File: config.mk
export PLATFORM = sky130hd
export DESIGN_NAME = port_ind_ctrl
export DESIGN_NICKNAME = d
export VERILOG_FILES = /design/src/rtl/port_ind_pkg.sv /design/src/rtl/pil_strap.sv /design/src/rtl/pil_colour.sv /design/src/rtl/pil_slot.sv /design/src/rtl/port_ind_ctrl.sv
export SDC_FILE = /design/constraint.sdc
export NUM_CORES = 1
export LEC_CHECK = 0
export ABC_CLOCK_PERIOD_IN_PS = 1500
export BUFFER_PORTS_ARGS = -buffer_cell sky130_fd_sc_hd__clkbuf_2
export CORE_MARGIN = 2
export CORE_UTILIZATION = 43
export CTS_BUF_LIST = sky130_fd_sc_hd__clkbuf_2 sky130_fd_sc_hd__clkbuf_4 sky130_fd_sc_hd__clkbuf_8
export CTS_CLUSTER_SIZE = 14
export DETAILED_ROUTE_END_ITERATION = 8
export PLACE_DENSITY = 0.74
export SLEW_MARGIN = 0
export SYNTH_ARGS = -nofsm -noshare
export SYNTH_HDL_FRONTEND = slang
export SYNTH_SLANG_ARGS = --single-unit
export TNS_END_PERCENT = 30
File: constraint.sdc
create_clock -name clk -period 1.5 [get_ports clk]
set_input_delay 0.075 -clock clk [delete_from_list [all_inputs] [get_ports clk]]
set_output_delay 0.075 -clock clk [all_outputs]
set_load 0.005 [all_outputs]
File: src/rtl/port_ind_pkg.sv
package port_ind_pkg;
   typedef enum logic [1:0] {
      COL_OFF   = 2'd0,
      COL_GREEN = 2'd1,
      COL_AMBER = 2'd2
   } ind_col_e;

   localparam logic [1:0] SEL_AUTO  = 2'd0;
   localparam logic [1:0] SEL_AMBER = 2'd1;
   localparam logic [1:0] SEL_GREEN = 2'd2;
   localparam logic [1:0] SEL_OFF   = 2'd3;
endpackage

File: src/rtl/pil_strap.sv
module pil_strap #(
   parameter int NPORT        = 4,
   parameter int STRAP_CYCLES = 8
) (
   input  logic             clk,
   input  logic             rst_n,
   input  logic [NPORT-1:0] led_i,
   input  logic             com_i,
   output logic             done_o,
   output logic             supported_o,
   output logic [NPORT-1:0] nonrem_o
);
   localparam int CNT_W = $clog2(STRAP_CYCLES);

   generate
      if (STRAP_CYCLES < 2) begin : g_bad_strap
         $error("STRAP_CYCLES must be at least 2");
      end
   endgenerate

   logic [CNT_W-1:0] cnt_q;

   always_ff @(posedge clk or negedge rst_n) begin
      if (!rst_n) begin
         cnt_q       <= '0;
         done_o      <= 1'b0;
         supported_o <= 1'b0;
         nonrem_o    <= '0;
      end else if (!done_o) begin
         if (cnt_q == CNT_W'(STRAP_CYCLES - 1)) begin
            done_o      <= 1'b1;
            supported_o <= com_i;
            nonrem_o    <= ~led_i;
         end else begin
            cnt_q <= cnt_q + 1'b1;
         end
      end
   end

   AST_STRAP_FROZEN: assert property (@(posedge clk) disable iff (!rst_n)
      (done_o && $past(done_o)) |-> ($stable(nonrem_o) && $stable(supported_o)));
endmodule

File: src/rtl/pil_colour.sv
module pil_colour
   import port_ind_pkg::*;
#(
   parameter int NPORT = 4
) (
   input  logic [2*NPORT-1:0]        sel_i,
   input  logic [NPORT-1:0]          en_i,
   input  logic [NPORT-1:0]          fault_i,
   output ind_col_e [NPORT-1:0]      colour_o
);
   for (genvar p = 0; p < NPORT; p++) begin : g_port
      logic [1:0] code;
      assign code = sel_i[2*p +: 2];
      always_comb begin
         unique case (code)
            SEL_AMBER: colour_o[p] = COL_AMBER;
            SEL_GREEN: colour_o[p] = COL_GREEN;
            SEL_OFF:   colour_o[p] = COL_OFF;
            default: begin
               if (fault_i[p])   colour_o[p] = COL_AMBER;
               else if (en_i[p]) colour_o[p] = COL_GREEN;
               else              colour_o[p] = COL_OFF;
            end
         endcase
      end
   end
endmodule

File: src/rtl/pil_slot.sv
module pil_slot #(
   parameter int NPORT = 4,
   parameter int DWELL = 4,
   localparam int SLOT_W = $clog2(NPORT + 1)
) (
   input  logic              clk,
   input  logic              rst_n,
   input  logic              run_i,
   output logic [SLOT_W-1:0] slot_o
);
   localparam int DW_W = (DWELL > 1) ? $clog2(DWELL) : 1;

   generate
      if (DWELL < 1) begin : g_bad_dwell
         $error("DWELL must be at least 1");
      end
   endgenerate

   logic [DW_W-1:0] dcnt_q;

   always_ff @(posedge clk or negedge rst_n) begin
      if (!rst_n) begin
         dcnt_q <= '0;
         slot_o <= '0;
      end else if (run_i) begin
         if (dcnt_q == DW_W'(DWELL - 1)) begin
            dcnt_q <= '0;
            slot_o <= (slot_o == SLOT_W'(NPORT)) ? '0 : slot_o + 1'b1;
         end else begin
            dcnt_q <= dcnt_q + 1'b1;
         end
      end
   end

   AST_SLOT_RANGE: assert property (@(posedge clk) disable iff (!rst_n)
      slot_o <= SLOT_W'(NPORT));
endmodule

File: src/rtl/port_ind_ctrl.sv
module port_ind_ctrl
   import port_ind_pkg::*;
#(
   parameter int NPORT        = 4,
   parameter int STRAP_CYCLES = 8,
   parameter int DWELL        = 4
) (
   input  logic               clk,
   input  logic               rst_n,
   input  logic [2*NPORT-1:0] sel_i,
   input  logic [NPORT-1:0]   port_en_i,
   input  logic [NPORT-1:0]   port_fault_i,
   input  logic               hub_cfg_i,
   input  logic               hub_susp_i,
   input  logic [NPORT-1:0]   led_i,
   output logic [NPORT-1:0]   led_o,
   output logic [NPORT-1:0]   led_oe_o,
   input  logic               com_i,
   output logic               com_o,
   output logic               com_oe_o,
   output logic               pullup_en_o,
   output logic               strap_done_o,
   output logic               ind_supported_o,
   output logic [NPORT-1:0]   nonremovable_o
);
   localparam int SLOT_W = $clog2(NPORT + 1);

   generate
      if (NPORT < 1) begin : g_bad_nport
         $error("NPORT must be at least 1");
      end
   endgenerate

   ind_col_e [NPORT-1:0] colour;
   logic [SLOT_W-1:0]    slot;
   logic                 act_q;

   pil_strap #(.NPORT(NPORT), .STRAP_CYCLES(STRAP_CYCLES)) u_strap (
      .clk(clk), .rst_n(rst_n), .led_i(led_i), .com_i(com_i),
      .done_o(strap_done_o), .supported_o(ind_supported_o),
      .nonrem_o(nonremovable_o)
   );

   pil_colour #(.NPORT(NPORT)) u_colour (
      .sel_i(sel_i), .en_i(port_en_i), .fault_i(port_fault_i),
      .colour_o(colour)
   );

   pil_slot #(.NPORT(NPORT), .DWELL(DWELL)) u_slot (
      .clk(clk), .rst_n(rst_n), .run_i(strap_done_o), .slot_o(slot)
   );

   assign pullup_en_o = !strap_done_o;

   always_ff @(posedge clk or negedge rst_n) begin
      if (!rst_n) act_q <= 1'b0;
      else        act_q <= hub_cfg_i && !hub_susp_i;
   end

   always_comb begin
      led_o    = '0;
      led_oe_o = '0;
      com_o    = 1'b0;
      com_oe_o = 1'b0;
      if (strap_done_o && ind_supported_o) begin
         if (slot == SLOT_W'(NPORT)) begin
            com_oe_o = 1'b1;
            com_o    = act_q;
         end
         for (int p = 0; p < NPORT; p++) begin
            if (slot == SLOT_W'(p) && !nonremovable_o[p] && colour[p] != COL_OFF) begin
               led_oe_o[p] = 1'b1;
               com_oe_o    = 1'b1;
               led_o[p]    = (colour[p] == COL_GREEN);
               com_o       = (colour[p] == COL_AMBER);
            end
         end
      end
   end

   AST_QUIET_STRAP: assert property (@(posedge clk) disable iff (!rst_n)
      !strap_done_o |-> (led_oe_o == '0 && !com_oe_o && pullup_en_o));
   AST_UNSUP_DARK: assert property (@(posedge clk) disable iff (!rst_n)
      !ind_supported_o |-> (led_oe_o == '0 && !com_oe_o));
   AST_NONREM_DARK: assert property (@(posedge clk) disable iff (!rst_n)
      (led_oe_o & nonremovable_o) == '0);
   AST_GREEN_POL: assert property (@(posedge clk) disable iff (!rst_n)
      |(led_oe_o & led_o) |-> (com_oe_o && !com_o));
   AST_ONE_PORT: assert property (@(posedge clk) disable iff (!rst_n)
      $onehot0(led_oe_o));
   AST_HUB_SUSP: assert property (@(posedge clk) disable iff (!rst_n)
      hub_susp_i |=> !act_q);
endmodule

# Word-level counts from Yosys, hierarchy flattened
# Index checks and enable logic that the tools add are counted.
[totals]
regBits = 15
inputBits = 25
out_inout_bits = 17
elab_cells = 101
[classes]
n_addsub = 3
n_eq_ne = 26
n_mux = 38
bitwise_logic = 3
reduce_logical = 24
[ops]
columns = ["op", "count"]
rows = [
  ["$eq A2 B2 Y1 const B", 13],
  ["$mux W1", 26],
  ["$pmux W2 S3", 4],
  ["$eq A2 B1 Y1 const B", 8],
  ["$logic_and A1 B1 Y1", 10],
  ["$mux W2", 5],
  ["$mux W4", 2],
  ["$reduce_bool A2 Y1", 4],
  ["$add A3 B1 Y3 const B", 2],
  ["$eq A3 B2 Y1 const B", 2],
  ["$eq A3 B3 Y1 const B", 2],
  ["$logic_not A1 Y1", 6],
  ["$reduce_and A2 Y1", 3],
  ["$not A4 Y4", 1],
  ["$eq A3 B1 Y1 const B", 1],
  ["$logic_not A3 Y1", 1],
  ["$mux W3", 1],
  ["$add A2 B1 Y2 const B", 1],
  ["$not A1 Y1", 2],
]

# Logic depth before layout (Yosys ltp)
# Gate-level depths: netlist (run 1).
[depth]
depth_word = 10
ltp_mapped = 6

# Cells and area by module
# A second synthesis (run 1) with hierarchy kept.
[unflattened]
cells_unflattened = 108
hier_area_um2 = 1044.8
[by_module_without_submodules]
columns = ["mod", "n_inst", "cells_each", "area_each_um2", "seq_area_each_um2"]
rows = [
  ["pil_strap", 1, 27, 379.1, 225.2],
  ["port_ind_ctrl", 1, 40, 277.8, 25.0],
  ["pil_slot", 1, 21, 252.7, 125.1],
  ["pil_colour", 1, 20, 135.1, 0.0],
]

# Worst setup path before layout (run 1)
# No wires, ideal clock.
[synth_path]
kind = "flip-flop to output port"
from = "register u_slot.slot_o[0]"
to = "output port com_o"
t_arrival_ps = 1635
t_required_ps = 1425
slack_ps = -210
stages_incl_launch_ff = 7
path_cell_list = "dfrtp_1 inv_1 ha_1 or3b_1 o31ai_1 o221ai_1 a311oi_2"
[synth_between]
elab_chain_cells = 8
[synth_lines]
columns = ["element", "line", "source"]
rows = [
  ["start, declared", "pil_slot.sv:9", "output logic [SLOT_W-1:0] slot_o"],
  ["start signal, assigned", "pil_slot.sv:28", "slot_o <= (slot_o == SLOT_W'(NPORT)) ? '0 : slot_o + 1'b1;"],
  ["$logic_not A3 Y1", "port_ind_ctrl.sv:71", "if (slot == SLOT_W'(p) && !nonremovable_o[p] && colour[p] != COL_OFF) begin"],
  ["$logic_and A1 B1 Y1 (2 in series)", "port_ind_ctrl.sv:71", ""],
  ["$mux W1 (3 in series)", "port_ind_ctrl.sv:71", ""],
  ["$mux W1 *", "port_ind_ctrl.sv:71", ""],
  ["$mux W1 *", "port_ind_ctrl.sv:65", "if (strap_done_o && ind_supported_o) begin"],
  ["end, declared", "port_ind_ctrl.sv:19", "output logic com_o,"],
]
# Mark *: on every way between the ends. The rest lies on a longest branch, timed or not.

# Final worst setup path (run 1)
[layout_path]
from = "register u_slot.slot_o[1]"
to = "output port com_o"
# The elaborated chain is that of the path after synthesis.

==> results of run 1 <==
==> layer usage <==
layer	part of all wire [%]	up-vias	wire length [um]	track usage [%]
li1	-	487	-	-
met1	39	429	912	21.26
met2	50	38	1164	38.38
met3	7.1	8	164	4.167
met4	2.9	0	68	11.71
met5	0	-	0	0
==> cell usage in the layout, fill, tap and decap left out, types with 2 or more instances in the layout <==
master,synthesis,final
o21ai_0,7,7
nor3_2,0,2
ha_1,8,7
mux2_2,5,5
a221o_1,2,2
nor2b_1,2,2
dfrtp_1,15,15
a21oi_1,3,3
dlygate4sd3_1,0,6
clkbuf_2,0,37
buf_2,0,4
nand2_1,12,12
nor4_1,3,2
inv_2,0,2
buf_4,0,14
inv_1,9,7
nand3_1,2,2
or3b_4,1,3
clkbuf_4,0,3
nor2_1,12,11
==> path summary, 6_finish.rpt <==
path                             startpoint             endpoint  slack (ns)  depth (start not counted)
setup / recovery           u_slot.slot_o[1]                com_o       -0.61                          7
hold / removal                        com_i  u_strap.supported_o        0.02                          2
setup reg to reg           u_strap.cnt_q[0]     u_strap.cnt_q[2]        0.09                          4
hold reg to reg            u_strap.cnt_q[0]     u_strap.cnt_q[0]        0.49                          1
max in group asynchronous             rst_n     u_slot.dcnt_q[0]        1.01                          2
min in group asynchronous             rst_n     u_strap.cnt_q[0]        0.22                          2
==> sequential cells by signal, summed over array words and instances (netlist names) <==
| signal | flops |
|---|---|
| u_strap.done_o | 1 |
| u_slot.slot_o | 3 |
| u_strap.nonrem_o | 4 |
| u_slot.dcnt_q | 2 |
| u_strap.cnt_q | 3 |
| act_q | 1 |
| u_strap.supported_o | 1 |
==> worst max-delay path: stages, from the launching register on <==
cell      delay (ns)
dfrtp_1         0.39
inv_2           0.09
ha_4            0.13
or3b_4          0.38
o31ai_2         0.24
o221ai_1        0.14
a311oi_2        0.24
buf_2           0.14
==> report_power, final <==
group	switching, mW	total [mW]	internal, mW
combinational	0.0638	0.131	0.0675
sequential	0.00568	0.418	0.412
clock	0.130	0.229	0.0989
==> logic make-up after synthesis <==
kind of cell,after synthesis,synth area share (%)
compound gates,20,15.63
xor+xnor,1,0.9436
fa+ha+maj,8,10.78
buf+inv,10,4.042
flops,15,40.43
mux,5,6.064
simple gates,41,22.10
==> cell type report <==
cell class	instances	area share, %
Timing Repair Buffer	61	26.22
Clock inverter	1	0.3543
Inverter	9	2.392
Clock buffer	3	1.594
Sequential cell	15	26.57
Multi-Input combinational cell	75	40.48
Tap cell	27	2.392
==> timing repair <==
item,in CTS,in global routing
pin swaps,7,4
setup endpoints to repair,10,12
endpoints found under the hold margin,20,0
hold buffers,6,0
buffers inserted,2,1
gates resized for setup,9,8
==> impl_results.md, run 1 <==
- Global-route wire length before repair: 3939 um
- Largest net degree at the start of global routing: 16
- Max-cap check violation count: 0
- Startpoint Class: register
- Starting Density: 46.37%
- Share of the synthesized area in the top cell type: 40.43%
- Post-DRT Antenna Nets: 0
- Clock skew: 0.004240 ns
- EDFF count, synth: 0
- Ant. Diodes: 0
- Synthesized Nets: 133
- Die area: 2547 um2
- Dpl hpwl: 1804 um
- Final Power: 0.7778 mW
- Fin cells: 191
- Worst skew pair latency: 0.28 ns
- Top-count cell post-synth: dfrtp_1
- Placed insts: 178
- CTS Sinks: 15
- Area of the multi-input gates: 571.8 um2
- Chip width: 50.47 um
- Violated checks: setup timing
- DR pass1 iterations: 4
- Min-delay worst type: in2reg
- Placed Area: 1246 um2
- Number of I/O pins: 42
- Power per cell area: 550.6 nW/um2
- Area grow syn2layout: 52.16%
- Synth unique cells: 30
- Asr flop ratio synth: 100.0%
- Crit path kind: reg2out
- WL/cell: 12.09 um
- Gpl congestion: 0.7652
- Top FF cell, synth: dfrtp_1
- Post-layout worst setup margin: -0.6139 ns
- Cts bufs inserted: 3
- Final #Nets: 198
- Max Buffers Root-to-Sink: 2
- Achievable Freq: 473.1 MHz
- Total wire length: 2309 um
- Synth area leader: dfrtp_1
- Worst slew pin tran: 0.4159 ns
- Fin Hold WS: 0.02422 ns
- Critical Path AT: 2.04 ns
- Finish-stage setup viols: 10
- CP endpoint kind: output port
- Residual overflow from global routing: 0
- Synth area leaders: dfrtp_1 40%, ha_1 11%, mux2_2 6.1%
- Die Ht: 50.47 um
- Share of layout cells above drive strength 1: 48.17%
- Initial antenna violation count: 0
- Fin. max-slew vios: 0
- # port buffers: 41
- Core Util, Final: 70.56%
- Tcrit/Tclk final: 140.9%
- Setup TNS: -4.468 ns
- Ys Warns: 0
- Clk root buf: clkbuf_4
- Worst-path clk slew: 0.09 ns
- Peak VDD IR: 0.7076 mV
- Number of global-route vias before repair: 959
- Post-route cell area: 1413 um2
- Final Critical Period: 2.114 ns
- Placement Rows: 16
- Total Routing Usage GR: 20.66%
- Pre-CTS WS: -0.4167 ns
- Post-route DRC violation count: 0
- Status: finished with violations
- Htree depth: 1
- Post-Syn Instances: 100
- Register area: 375.4 um2
- Avg Cell Area, Syn: 9.284 um2
- Core Box Area: 2002 um2
- Worst Path Required: 1.42 ns
- Final Hold Viols: 0
- Leak: 0.6872 nW
- Filler Cell Count: 170
- Total number of vias: 962
- Post-synthesis sequential area ratio: 40.43%
- Via density per instance: 5.037
- CTS tree: built
- Post-Synthesis Cell Area: 928.4 um2
- Worst rel slew slack: 72.02%
- Drt first-iter violations: 11
- RSZ-0062 raised after global routing: true
- Post-synth top cells: 15 x dfrtp_1, 12 x nand2_1, 12 x nor2_1
- Yosys reg bits: 15
- Crit path max fanout: 3
Power figures use the tool's default switching activity.
==> inputs of run 2 (changes only) <==
--- a/config.mk
+++ b/config.mk
@@ -7,6 +7,7 @@
 export LEC_CHECK = 0
 export ABC_CLOCK_PERIOD_IN_PS = 1500
 export BUFFER_PORTS_ARGS = -buffer_cell sky130_fd_sc_hd__clkbuf_2
+export CORE_ASPECT_RATIO = 1.5
 export CORE_MARGIN = 2
 export CORE_UTILIZATION = 43
 export CTS_BUF_LIST = sky130_fd_sc_hd__clkbuf_2 sky130_fd_sc_hd__clkbuf_4 sky130_fd_sc_hd__clkbuf_8
==> run 2 against run 1 <==
Net effect: the flow still finishes with violations (setup timing); highest routed layer unchanged; first-iteration DRC count is 18% higher; register-to-register slack about the same; die area grew 0.30%; worst setup slack lost 0.010 ns; critical path type unchanged; non-clock buffer count unchanged; largest power group unchanged; sequential power about the same.
==> impl_results.md, run 2 (same netlist as run 1, synthesis figures left out) <==
- Top routing layer in use: met4
- Achievable Freq: 470.8 MHz
- R2r startpoint: u_strap.cnt_q[0]
- Starting Density: 45.80%
- Die area: 2554 um2
- Worst slew pin tran: 0.4056 ns
- Critical Path AT: 2.05 ns
- Total wire length: 2287 um
- Crit path kind: reg2out
- Clock skew: 0.006192 ns
- Worst skew pair latency: 0.28 ns
- CTS Sinks: 15
- Pre-CTS WS: -0.3677 ns
- Clock power share: 30.3%
- RSZ-0062 raised after global routing: true
- Final #Nets: 198
- Logic gate share of total power: 16.5%
- Die Ht: 60.91 um
- Total Routing Usage GR: 18.75%
- Finish-stage setup viols: 10
- Post-route cell area: 1436 um2
- Tcrit/Tclk final: 141.6%
- CP startpoint: u_slot.slot_o[0]
- Largest net degree at the start of global routing: 16
- Htree depth: 1
- Residual overflow from global routing: 0
- DR pass1 iterations: 4
- Ant. Diodes: 0
- Setup TNS: -4.655 ns
- Global-route wire length before repair: 3677 um
- Status: finished with violations
- Net Sw Power: 0.1837 mW
- Placed insts: 175
- Area grow syn2layout: 54.72%
- Power per cell area: 546.7 nW/um2
- # port buffers: 41
- Share of layout cells above drive strength 1: 50.00%
- CP endpoint kind: output port
- Placement Rows: 20
- Final Hold Viols: 0
- Post-layout worst setup margin: -0.6241 ns
- Fin cells: 186
- CTS tree: built
- Worst Path Required: 1.42 ns
- Max Buffers Root-to-Sink: 2
- Drt first-iter violations: 13
- Via density per instance: 5.290
- Register bank with the most flops: u_strap.nonrem_o
- Hold wc startpoint: hub_cfg_i
- Commonest non-fill, non-tap cells in the layout: 37 x clkbuf_2, 15 x dfrtp_1, 12 x nand2_1, 12 x buf_4, 11 x nor2_1
- Violated checks: setup timing
- Core Box Area: 2027 um2
- Worst-path clk slew: 0.08 ns
- Gpl congestion: 0.8362
- Total number of vias: 984
- Leak: 0.6938 nW
- Final Critical Period: 2.124 ns
- Fin. max-slew vios: 0
- Crit path max fanout: 3
- Part of the power in registers: 53.2%
- Max reg flops: 4
- Post-DRT Antenna Nets: 0
- Peak VDD IR: 0.5318 mV
- Clk root buf: clkbuf_4
- Worst rel slew slack: 72.71%
- Dpl hpwl: 1786 um
- Max-cap check violation count: 0
- Final Power: 0.7852 mW
- Largest registers: u_strap.nonrem_o (4), u_slot.slot_o (3), u_strap.cnt_q (3)
- R2R setup slack: 0.09 ns
- Startpoint Class: register
- Core Util, Final: 70.86%
- Post-route DRC violation count: 0
- Number of global-route vias before repair: 990
- Met1 Wirelength: 823 um
- Fin Hold WS: 0.01791 ns
- Initial antenna violation count: 0
- Met3 wire length: 122 um
- Chip width: 41.94 um
- Most common cell after layout, fill and taps aside: clkbuf_2
- Met2 wire length: 1297 um
- Switching Share: 23.39%
- Number of I/O pins: 42
- Cts bufs inserted: 3
- Min-delay worst type: in2reg
- Placed Area: 1255 um2
- WL/cell: 12.30 um
- Int Pwr: 0.6016 mW
[run 2: changes by cell type in the layout (fill, tap and decap cells not counted), sizes merged]
cell / before / now
clkinv: 1 / 0
clkbuf: 40 / 41
[run 2: what timing repair did]
action,in CTS,in global routing
setup buffers,1,0
endpoints found under the setup margin,12,12
hold buffers,6,0
endpoints found under the hold margin,20,0
gates resized for setup,14,9
pin swaps,4,5
cloned,0,0
[run 2: final cells by class]
cell class                 count  area, um2
fill                         169      590.6
tap                           22      27.53
multi-input combinational     75      591.8
timing repair buffer          61      377.9
clock buffer                   4      30.03
sequential                    15      375.4
inverter                       9      33.78
[run 2: per-layer routing]
metal | up-vias | global-route usage (%)
li1 | 489 | -
met1 | 456 | 18.95
met2 | 34 | 37.50
met3 | 5 | 1.190
met4 | 0 | 11.06
met5 | - | 0
[run 2: final timing paths]
| check | to | depth (start not counted) |
|---|---|---|
| hold reg to reg | u_strap.cnt_q[0] | 1 |
| setup reg to reg | u_strap.cnt_q[1] | 4 |
| setup / recovery | com_o | 6 |
| hold / removal | act_q | 2 |
| min in group asynchronous | u_strap.cnt_q[2] | 2 |
| max in group asynchronous | u_slot.slot_o[2] | 2 |
[run 2: power by group through the flow]
stage	combinational, mW	sequential (mW)	clock, mW
finish	0.130	0.417	0.238
global route	0.145	0.418	0.260
CTS	0.126	0.417	0.251
detailed placement	0.109	0.425	0
global placement	0.106	0.425	0
floorplan	0.0344	0.426	0
[run 2: critical path: stages, from the launching register on]
cell and delay (ns):
dfrtp_1 0.41, inv_2 0.09, ha_1 0.14, or3b_4 0.38, or3_4 0.38, a311oi_2 0.22
buf_2 0.14
